$ cat config.mk
export PLATFORM = sky130hd
export DESIGN_NAME = ata_srst_seq
export DESIGN_NICKNAME = d
export VERILOG_FILES = /design/src/rtl/ata_srst_pkg.sv /design/src/rtl/ata_srst_timer.sv /design/src/rtl/ata_srst_sig.sv /design/src/rtl/ata_srst_seq.sv
export SDC_FILE = /design/constraint.sdc
export NUM_CORES = 1
export LEC_CHECK = 0
export BUFFER_PORTS_ARGS = -buffer_cell sky130_fd_sc_hd__clkbuf_2
export CORE_UTILIZATION = 58
export CTS_CLUSTER_DIAMETER = 150
export DETAILED_ROUTE_END_ITERATION = 10
export PLACE_DENSITY = 0.89
export SYNTH_ARGS = -nofsm -noshare
export SYNTH_HDL_FRONTEND = slang
export SYNTH_HIERARCHICAL = 1
export SYNTH_SLANG_ARGS = --single-unit
export TNS_END_PERCENT = 50
$ cat constraint.sdc
create_clock -name clk_i -period 4.2 [get_ports clk_i]
set_input_delay 0.63 -clock clk_i [delete_from_list [all_inputs] [get_ports clk_i]]
set_output_delay 0.63 -clock clk_i [all_outputs]
set_load 0.03 [all_outputs]
$ cat src/rtl/ata_srst_pkg.sv
package ata_srst_pkg;
  localparam int ADDR_W = 4;
  localparam int DATA_W = 8;
  localparam int CODE_W = 3;
  localparam int SIG_N  = 6;
  localparam int IDX_W  = $clog2(SIG_N);

  localparam logic [ADDR_W-1:0] A_SCNT = 4'h2;
  localparam logic [ADDR_W-1:0] A_SNUM = 4'h3;
  localparam logic [ADDR_W-1:0] A_CYLL = 4'h4;
  localparam logic [ADDR_W-1:0] A_CYLH = 4'h5;
  localparam logic [ADDR_W-1:0] A_DH   = 4'h6;
  localparam logic [ADDR_W-1:0] A_STAT = 4'h7;
  localparam logic [ADDR_W-1:0] A_CTL  = 4'hE;  // alt status on read, device control on write

  localparam int BIT_BSY  = 7;
  localparam int BIT_DRDY = 6;
  localparam int BIT_DEV  = 4;
  localparam int BIT_SRST = 2;
  localparam int BIT_NIEN = 1;

  localparam logic [DATA_W-1:0] CTL_SET = DATA_W'((1 << BIT_SRST) | (1 << BIT_NIEN));
  localparam logic [DATA_W-1:0] CTL_REL = DATA_W'(1 << BIT_NIEN);

  localparam logic [CODE_W-1:0] C_OK   = 3'd0;
  localparam logic [CODE_W-1:0] C_BSY1 = 3'd1;
  localparam logic [CODE_W-1:0] C_BSY0 = 3'd2;
  localparam logic [CODE_W-1:0] C_DRDY = 3'd3;
  localparam logic [CODE_W-1:0] C_SIG  = 3'd4;
  localparam logic [CODE_W-1:0] C_DEV  = 3'd5;

  typedef enum logic [3:0] {
    S_IDLE, S_WR_DH, S_WR_SET, S_B1_RD, S_B1_CHK, S_WR_REL,
    S_B0_RD, S_B0_CHK, S_RDY_RD, S_RDY_CHK, S_SIG_RD, S_SIG_CHK, S_DONE
  } st_e;
endpackage

$ cat src/rtl/ata_srst_timer.sv
module ata_srst_timer #(
  parameter int CNT_W = 10
) (
  input  logic             clk_i,
  input  logic             rst_ni,
  input  logic             clr_i,
  input  logic             tick_i,
  input  logic [CNT_W-1:0] limit_i,
  output logic             expired_o
);
  logic [CNT_W-1:0] cnt_q;

  always_ff @(posedge clk_i or negedge rst_ni) begin
    if (!rst_ni)                        cnt_q <= '0;
    else if (clr_i)                     cnt_q <= '0;
    else if (tick_i && cnt_q < limit_i) cnt_q <= cnt_q + 1'b1;
  end

  assign expired_o = (cnt_q >= limit_i);

  p_cnt_bound_r10: assert property (@(posedge clk_i) disable iff (!rst_ni)
    !clr_i |-> cnt_q <= limit_i);
  p_cnt_hold_r10: assert property (@(posedge clk_i) disable iff (!rst_ni)
    (!clr_i && !tick_i) |=> cnt_q == $past(cnt_q));
endmodule

$ cat src/rtl/ata_srst_sig.sv
module ata_srst_sig
  import ata_srst_pkg::*;
(
  input  logic [IDX_W-1:0]  idx_i,
  output logic [ADDR_W-1:0] addr_o,
  output logic [DATA_W-1:0] exp_o
);
  always_comb begin
    unique case (idx_i)
      3'd0:    begin addr_o = A_STAT; exp_o = 8'h50; end
      3'd1:    begin addr_o = A_SCNT; exp_o = 8'h01; end
      3'd2:    begin addr_o = A_SNUM; exp_o = 8'h01; end
      3'd3:    begin addr_o = A_CYLL; exp_o = 8'h00; end
      3'd4:    begin addr_o = A_CYLH; exp_o = 8'h00; end
      3'd5:    begin addr_o = A_DH;   exp_o = 8'h00; end
      default: begin addr_o = A_STAT; exp_o = 8'h00; end
    endcase
  end
endmodule

$ cat src/rtl/ata_srst_seq.sv
module ata_srst_seq
  import ata_srst_pkg::*;
#(
  parameter int BSY1_MS = 100,
  parameter int BSY0_MS = 1000,
  parameter int DRDY_MS = 1000,
  parameter int SEL_W   = 2
) (
  input  logic              clk_i,
  input  logic              rst_ni,
  input  logic              start_i,
  input  logic [SEL_W-1:0]  dev_sel_i,
  input  logic              ms_tick_i,
  output logic [ADDR_W-1:0] bus_addr_o,
  output logic [DATA_W-1:0] bus_wdata_o,
  output logic              bus_wr_o,
  output logic              bus_rd_o,
  input  logic [DATA_W-1:0] bus_rdata_i,
  output logic              done_o,
  output logic              success_o,
  output logic [CODE_W-1:0] code_o
);
  localparam int MAX_A  = (BSY1_MS > BSY0_MS) ? BSY1_MS : BSY0_MS;
  localparam int MAX_MS = (MAX_A > DRDY_MS) ? MAX_A : DRDY_MS;
  localparam int CNT_W  = $clog2(MAX_MS + 1);

  st_e               state_q;
  logic              dev_q, sig_bad_q, success_q;
  logic [CODE_W-1:0] code_q;
  logic [IDX_W-1:0]  sig_idx_q;
  logic [ADDR_W-1:0] sig_addr;
  logic [DATA_W-1:0] sig_exp;
  logic              tmr_clr, tmr_exp, timed, bsy, drdy, bad_now;
  logic [CNT_W-1:0]  tmr_limit;

  assign bsy     = bus_rdata_i[BIT_BSY];
  assign drdy    = bus_rdata_i[BIT_DRDY];
  assign bad_now = (bus_rdata_i != sig_exp);

  ata_srst_sig u_sig (
    .idx_i  (sig_idx_q),
    .addr_o (sig_addr),
    .exp_o  (sig_exp)
  );

  always_comb begin
    timed   = state_q inside {S_B1_RD, S_B1_CHK, S_B0_RD, S_B0_CHK, S_RDY_RD, S_RDY_CHK};
    tmr_clr = !timed || (state_q == S_B0_CHK && !bsy);
    unique case (state_q)
      S_B1_RD, S_B1_CHK:   tmr_limit = CNT_W'(BSY1_MS);
      S_B0_RD, S_B0_CHK:   tmr_limit = CNT_W'(BSY0_MS);
      S_RDY_RD, S_RDY_CHK: tmr_limit = CNT_W'(DRDY_MS);
      default:             tmr_limit = '0;
    endcase
  end

  ata_srst_timer #(.CNT_W(CNT_W)) u_tmr (
    .clk_i     (clk_i),
    .rst_ni    (rst_ni),
    .clr_i     (tmr_clr),
    .tick_i    (ms_tick_i),
    .limit_i   (tmr_limit),
    .expired_o (tmr_exp)
  );

  always_comb begin
    bus_wr_o    = state_q inside {S_WR_DH, S_WR_SET, S_WR_REL};
    bus_rd_o    = state_q inside {S_B1_RD, S_B0_RD, S_RDY_RD, S_SIG_RD};
    bus_addr_o  = '0;
    bus_wdata_o = '0;
    unique case (state_q)
      S_WR_DH:  begin bus_addr_o = A_DH;  bus_wdata_o = {{(DATA_W-1){1'b0}}, dev_q} << BIT_DEV; end
      S_WR_SET: begin bus_addr_o = A_CTL; bus_wdata_o = CTL_SET; end
      S_WR_REL: begin bus_addr_o = A_CTL; bus_wdata_o = CTL_REL; end
      S_B1_RD, S_B0_RD, S_RDY_RD: bus_addr_o = A_CTL;
      S_SIG_RD: bus_addr_o = sig_addr;
      default: ;
    endcase
  end

  assign done_o    = (state_q == S_DONE);
  assign success_o = success_q;
  assign code_o    = code_q;

  always_ff @(posedge clk_i or negedge rst_ni) begin
    if (!rst_ni) begin
      state_q   <= S_IDLE;
      dev_q     <= 1'b0;
      sig_bad_q <= 1'b0;
      success_q <= 1'b0;
      code_q    <= C_OK;
      sig_idx_q <= '0;
    end else begin
      unique case (state_q)
        S_IDLE: if (start_i) begin
          success_q <= 1'b0;
          if (dev_sel_i > SEL_W'(1)) begin
            code_q  <= C_DEV;
            state_q <= S_DONE;
          end else begin
            code_q    <= C_OK;
            dev_q     <= dev_sel_i[0];
            sig_bad_q <= 1'b0;
            state_q   <= S_WR_DH;
          end
        end
        S_WR_DH:  state_q <= S_WR_SET;
        S_WR_SET: state_q <= S_B1_RD;
        S_B1_RD:  state_q <= S_B1_CHK;
        S_B1_CHK:
          if (bsy)          state_q <= S_WR_REL;
          else if (tmr_exp) begin code_q <= C_BSY1; state_q <= S_DONE; end
          else              state_q <= S_B1_RD;
        S_WR_REL: state_q <= S_B0_RD;
        S_B0_RD:  state_q <= S_B0_CHK;
        S_B0_CHK:
          if (!bsy)         state_q <= S_RDY_RD;
          else if (tmr_exp) begin code_q <= C_BSY0; state_q <= S_DONE; end
          else              state_q <= S_B0_RD;
        S_RDY_RD: state_q <= S_RDY_CHK;
        S_RDY_CHK:
          if (drdy)         begin sig_idx_q <= '0; state_q <= S_SIG_RD; end
          else if (tmr_exp) begin code_q <= C_DRDY; state_q <= S_DONE; end
          else              state_q <= S_RDY_RD;
        S_SIG_RD: state_q <= S_SIG_CHK;
        S_SIG_CHK: begin
          sig_bad_q <= sig_bad_q | bad_now;
          if (sig_idx_q == IDX_W'(SIG_N - 1)) begin
            success_q <= !(sig_bad_q | bad_now);
            code_q    <= (sig_bad_q | bad_now) ? C_SIG : C_OK;
            state_q   <= S_DONE;
          end else begin
            sig_idx_q <= sig_idx_q + 1'b1;
            state_q   <= S_SIG_RD;
          end
        end
        S_DONE:   state_q <= S_IDLE;
        default:  state_q <= S_IDLE;
      endcase
    end
  end

  p_single_access_r12: assert property (@(posedge clk_i) disable iff (!rst_ni)
    !(bus_wr_o && bus_rd_o));
  p_rd_pulse_r12: assert property (@(posedge clk_i) disable iff (!rst_ni)
    bus_rd_o |=> !bus_rd_o);
  p_done_pulse_r12: assert property (@(posedge clk_i) disable iff (!rst_ni)
    done_o |=> !done_o);
  p_reject_quiet_r1: assert property (@(posedge clk_i) disable iff (!rst_ni)
    (state_q == S_IDLE && start_i && dev_sel_i > SEL_W'(1))
      |=> (done_o && !bus_wr_o && !bus_rd_o && code_o == C_DEV));
  p_srst_after_dh_r3: assert property (@(posedge clk_i) disable iff (!rst_ni)
    (bus_wr_o && bus_addr_o == A_DH)
      |=> (bus_wr_o && bus_addr_o == A_CTL && bus_wdata_o == CTL_SET));
  p_pass_code_r9: assert property (@(posedge clk_i) disable iff (!rst_ni)
    (done_o && success_o) |-> code_o == C_OK);
endmodule

After elaboration in Yosys (flattened, before gate mapping) --
Index checks and enable logic that the tools add are counted.
Storage, ports and cells: flip-flop bits (word level) 23, bits of input ports 14, word-level logic and storage cells 104
Operators by class: add/subtract/negate cells 2, magnitude comparators 3, eq/ne operators 29, muxes and demuxes 37, bitwise operators 2, reductions and logical operators 24
Operators by type and width (count):
- 4-bit case mux with 12 select lines | 1
- 3-bit two-way mux | 15
- 3-bit case mux with 5 select lines | 2
- 4-bit two-way mux | 6
- 2-bit != test, second input constant | 11
- 4-bit equality test, second input constant | 5
- 10-bit two-way mux | 2
- 10-bit case mux with 2 select lines | 1
- 4-bit by 3-bit equality test with 1-bit output, second input constant | 4
- 5-bit case mux with 3 select lines | 1
- 7-bit case mux with 2 select lines | 1
- 4-bit case mux with 3 select lines | 1
- 3-bit AND reduction | 4
- 10-bit by 1-bit adder with 10-bit output, second input constant | 1
- 10-bit >= comparator | 1
- 10-bit less-than comparator | 1
- 9-bit AND reduction | 1
- 4-bit by 2-bit equality test with 1-bit output, second input constant | 2
- 8-bit != test | 1
- 3-bit by 2-bit equality test with 1-bit output, second input constant | 2
- 3-bit equality test, second input constant | 2
- 3-bit case mux with 2 select lines | 1
- 2-bit nonzero test | 3
- 6-bit nonzero test | 1
- other kinds (19) | 27

Depth between registers and ports, before layout --
word-level depth 8, mapped depth 17, mapped depth without buffers 16

Cells and area by module --
The synthesis kept the hierarchy.
By module, submodules not included:
- ata_srst_seq | times used 1, cells an instance 160, area each 1194.9 um2
- ata_srst_timer | times used 1, cells an instance 94, area each 814.5 um2
- ata_srst_sig | times used 1, cells an instance 22, area each 157.7 um2

Worst setup path after synthesis --
OpenSTA, ideal clock, no wires.
kind reg-to-reg, from reg state_q[2], to reg code_q[2] (netlist: code_o[2]), data arrival time 3.332 ns, path slack 0.744 ns, cell stages (with the launch flop) 16, buffers on the path 1, clock period less this slack 3.456 ns, cell sequence dfrtp_1 -> buf_4 -> nand2b_2 -> o21ai_0 -> or2_2 -> inv_1 -> ha_1 -> a21oi_1 -> o21ai_0 -> a211oi_1 -> o31ai_1 -> nand2b_1 -> a2bb2oi_1 -> o22ai_1 -> nand3_1 -> mux2_2
On the way: word-level cells in the longest chain between the ends 6
RTL lines:
- from (decl) | line ata_srst_seq.sv:27 | st_e state_q;
- from (signal assigned) | line ata_srst_seq.sv:87 | state_q <= S_IDLE;
- from (signal assigned) | line ata_srst_seq.sv:99 | state_q <= S_DONE;
- from (signal assigned) | line ata_srst_seq.sv:104 | state_q <= S_WR_DH;
- 4-bit equality test, or another cell as far along | line ata_srst_seq.sv:49 | unique case (state_q)
- 4-bit OR reduction (no source line) / 2-bit OR reduction (equally long branches)
- 10-bit case mux with 2 select lines * | line ata_srst_seq.sv:49
- named net tmr_limit[3] | line ata_srst_seq.sv:34 | logic [CNT_W-1:0] tmr_limit;
- 10-bit >= comparator * | line ata_srst_timer.sv:19 | assign expired_o = (cnt_q >= limit_i);
- named net tmr_exp | line ata_srst_seq.sv:33 | logic tmr_clr, tmr_exp, timed, bsy, drdy, bad_now;
- 2-bit != test (no source line)
- 9-bit AND reduction (no source line) *
- to (signal assigned) | line ata_srst_seq.sv:130 | code_q <= (sig_bad_q | bad_now) ? C_SIG : C_OK;
- to (decl) | line ata_srst_seq.sv:29 | logic [CODE_W-1:0] code_q;
Mark *: on every way through the listed nets, which the timed path passes. The rest lies on a longest branch. A chain may end at the register's enable or synchronous reset.

Worst setup path after layout --
from reg state_q[2], to reg code_q[0] (netlist: code_o[0])
The elaborated chain is that of the path after synthesis.

==> run summary <==
DR vias - 2105
drt via density - 6.084
initial antenna violation count - 0
Reg area - 575.6 µm²
crit-path leading delay family - compound AO/OA/AOI/OAI gates
initial DRC count - 269
post-DP HPWL - 3.707 mm
Total GRT Usage - 0.2701
critical path class - reg2reg
dpl cell area - 2295 µm²
layout filler cell count - 303
Post-Syn Area per Cell - 7.852 µm²
RSZ-0062 raised after global routing - false
WHS - 0.3536 ns
worst path bufs/invs - 2
Starting Density - 0.6248
Remaining DRCs - 0
Slew headroom - 0.4568
max cap viols - 0
Syn. warnings - 6
FP Rows - 21
worst-path cell chain - nor2b_1 -> nand2_1 -> o21ai_0 -> or2_2 -> inv_1 -> ha_1 -> nand4_1 -> a211oi_1 -> a211oi_1 -> buf_4 -> o31ai_1 -> nand2_1 -> a2bb2oi_1 -> o22ai_1 -> nand3_1 -> mux2_1
Die Wd - 63.13 µm
Die Y-Extent - 63.13 µm
DRT antenna net count - 0
type of the tightest min-delay check - in2async
CTS tree - yes
Cell Pwr Density - 699.5 nW/µm²
minimum clock period - 3.808 ns
sequential fraction of the synthesis area - 0.2656
clock sinks - 23
Post-Syn Instances - 276
crit path max fanout - 13
Max Clk Rate - 0.2626 GHz
Top FF cell, synth - dfrtp_1
post-route insts no fill - 346
Mapped Area - 2167 µm²
clk_skew - 0.001265 ns
part of the cycle the worst path needs - 0.9066
CTS Root Cell - clkbuf_8
IO Pins - 33
maximum number of pins on one net before global-route repair - 24
# H-tree levels - 1
Detailed Routing Iterations Pass 1 - 5
worst r2r src - state_q[2]
Slew Limit Fails - 0
Multi-input gate area - 1395 µm²
Setup crit start kind - flop
most frequent cells in the layout - a21oi_1, clkbuf_2, dfrtp_1
share of layout cells above drive strength 1 - 0.1700
Post-CTS Setup Inserts - 0
post-CTS sizing - 0
number of global-route vias before repair - 1897
Worst-Skew Late Latency - 0.27 ns
core area - 3468 µm²
Worst IR Drop VDD - 0.0003837 V
asr flop ratio synth - 1.000
CTS Buffer Depth - 2
run status - completed
Final setup viols - 0
GR Overflow Total - 0
Fin Setup TNS - 0 ns
Arrival @ worst endpoint - 3.96 ns
fin area - 2344 µm²
antenna cell count - 0
IO Port Bufs - 27
Least-Margin Pin Slew - 0.8079 ns
Crit path largest cell delay - 0.59 ns
CTS Buf Count - 3
nature of the critical path endpoint - flop
register bit count reported by yosys - 23
DRT Wirelength - 5.065 mm
Crit path required time - 4.36 ns
CP max-delay cell - dfrtp_1
CTS Hold Buffers Added - 0
nets@finish - 329
Placer Congestion - 0.9565
Layout area overhead - 8.141%
first-pass GRT wire length - 8.625 mm
die area - 3985 µm²
clk slew on worst S/H paths - 0.09 ns
leakage power - 1.030 nW
routed len/inst - 14.64 µm
Placed Cells - 342
Worst Setup SP - state_q[2]
final hold vios - 0
EDFF count, synth - 0
Synth cell types - 59
-- worst paths after layout --
check | endpoint | slack, ns | cells past startpoint
setup / recovery | code_o[0] | 0.39 | 16
hold / removal | state_q[1] | 0.35 | 1
setup reg to reg | code_o[0] | 0.39 | 16
hold reg to reg | code_o[0] | 0.52 | 1
max in group asynchronous | u_tmr/cnt_q[4] | 3.45 | 1
min in group clk_i | code_o[0] | 0.52 | 1
-- synthesized netlist by cell type (4+ instances only) --
master | number | share of area
a21oi_1 | 27 | 0.062
dfrtp_1 | 23 | 0.27
nand2_1 | 22 | 0.038
inv_1 | 20 | 0.035
nor2_1 | 17 | 0.029
nand3_1 | 15 | 0.035
o21ai_0 | 15 | 0.035
ha_1 | 14 | 0.081
buf_4 | 13 | 0.045
xnor2_1 | 8 | 0.032
o31ai_1 | 7 | 0.024
clkbuf_1 | 6 | 0.010
nand4_1 | 6 | 0.017
nor2b_1 | 6 | 0.017
a31oi_1 | 5 | 0.014
nand2b_1 | 5 | 0.014
buf_2 | 4 | 0.0092
mux2_1 | 4 | 0.021
or4_1 | 4 | 0.014
-- where the power goes --
| part | switching [mW] | internal, mW | leakage, nW |
|---|---|---|---|
| Combinational | 0.713 | 0.400 | 0.706 |
| Clock | 0.0780 | 0.0672 | 0.0217 |
| Sequential | 0.101 | 0.281 | 0.302 |
| Total | 0.892 | 0.748 | 1.03 |
-- logic make-up (layout without fill, tap and decap cells) --
family,count (synthesis),count (layout),share of synthesized area
simple gates,95,95,0.2338
compound gates,79,79,0.2379
buf+inv,48,60,0.1114
flops,23,23,0.2656
fa+ha+maj,14,14,0.08083
xor+xnor,9,9,0.03638
mux,6,6,0.03060
other cells,2,14,0.003465
-- flip-flops by register name, summed over array words and instances (netlist names) --
signal,count
u_tmr/cnt_q,10
state_q,4
code_o,3
sig_idx_q,3
dev_q,1
sig_bad_q,1
success_o,1
-- final cells by class --
cell class                 instances  share of cell area
clock buffer                       3             0.01762
clock inverter                     1            0.003203
inverter                          23             0.03684
sequential                        23              0.2456
tap                               46             0.02456
multi-input combinational        217              0.5953
timing repair buffer              33             0.07688
-- stage by stage --
stage | power (mW) | worst slack, ns | utilization
after floorplan | 1.221 | 0.7438 | -
after global placement | 1.438 | 0.6214 | 0.6616
after detailed placement | 1.469 | 0.4788 | 0.6616
after CTS | 1.622 | 0.4626 | 0.6757
after global routing | 1.769 | 0.1403 | 0.6757
final | 1.639 | 0.3922 | 0.6757
-- routing by layer --
metal / global-route usage / vias up / routed length (µm)
met5: 0 / - / 0
met4: 0.04651 / 0 / 48
met3: 0.03804 / 8 / 355
met2: 0.4207 / 109 / 2266
met1: 0.3993 / 967 / 2395
li1: - / 1021 / -
(Power assumes the default switching activity.)
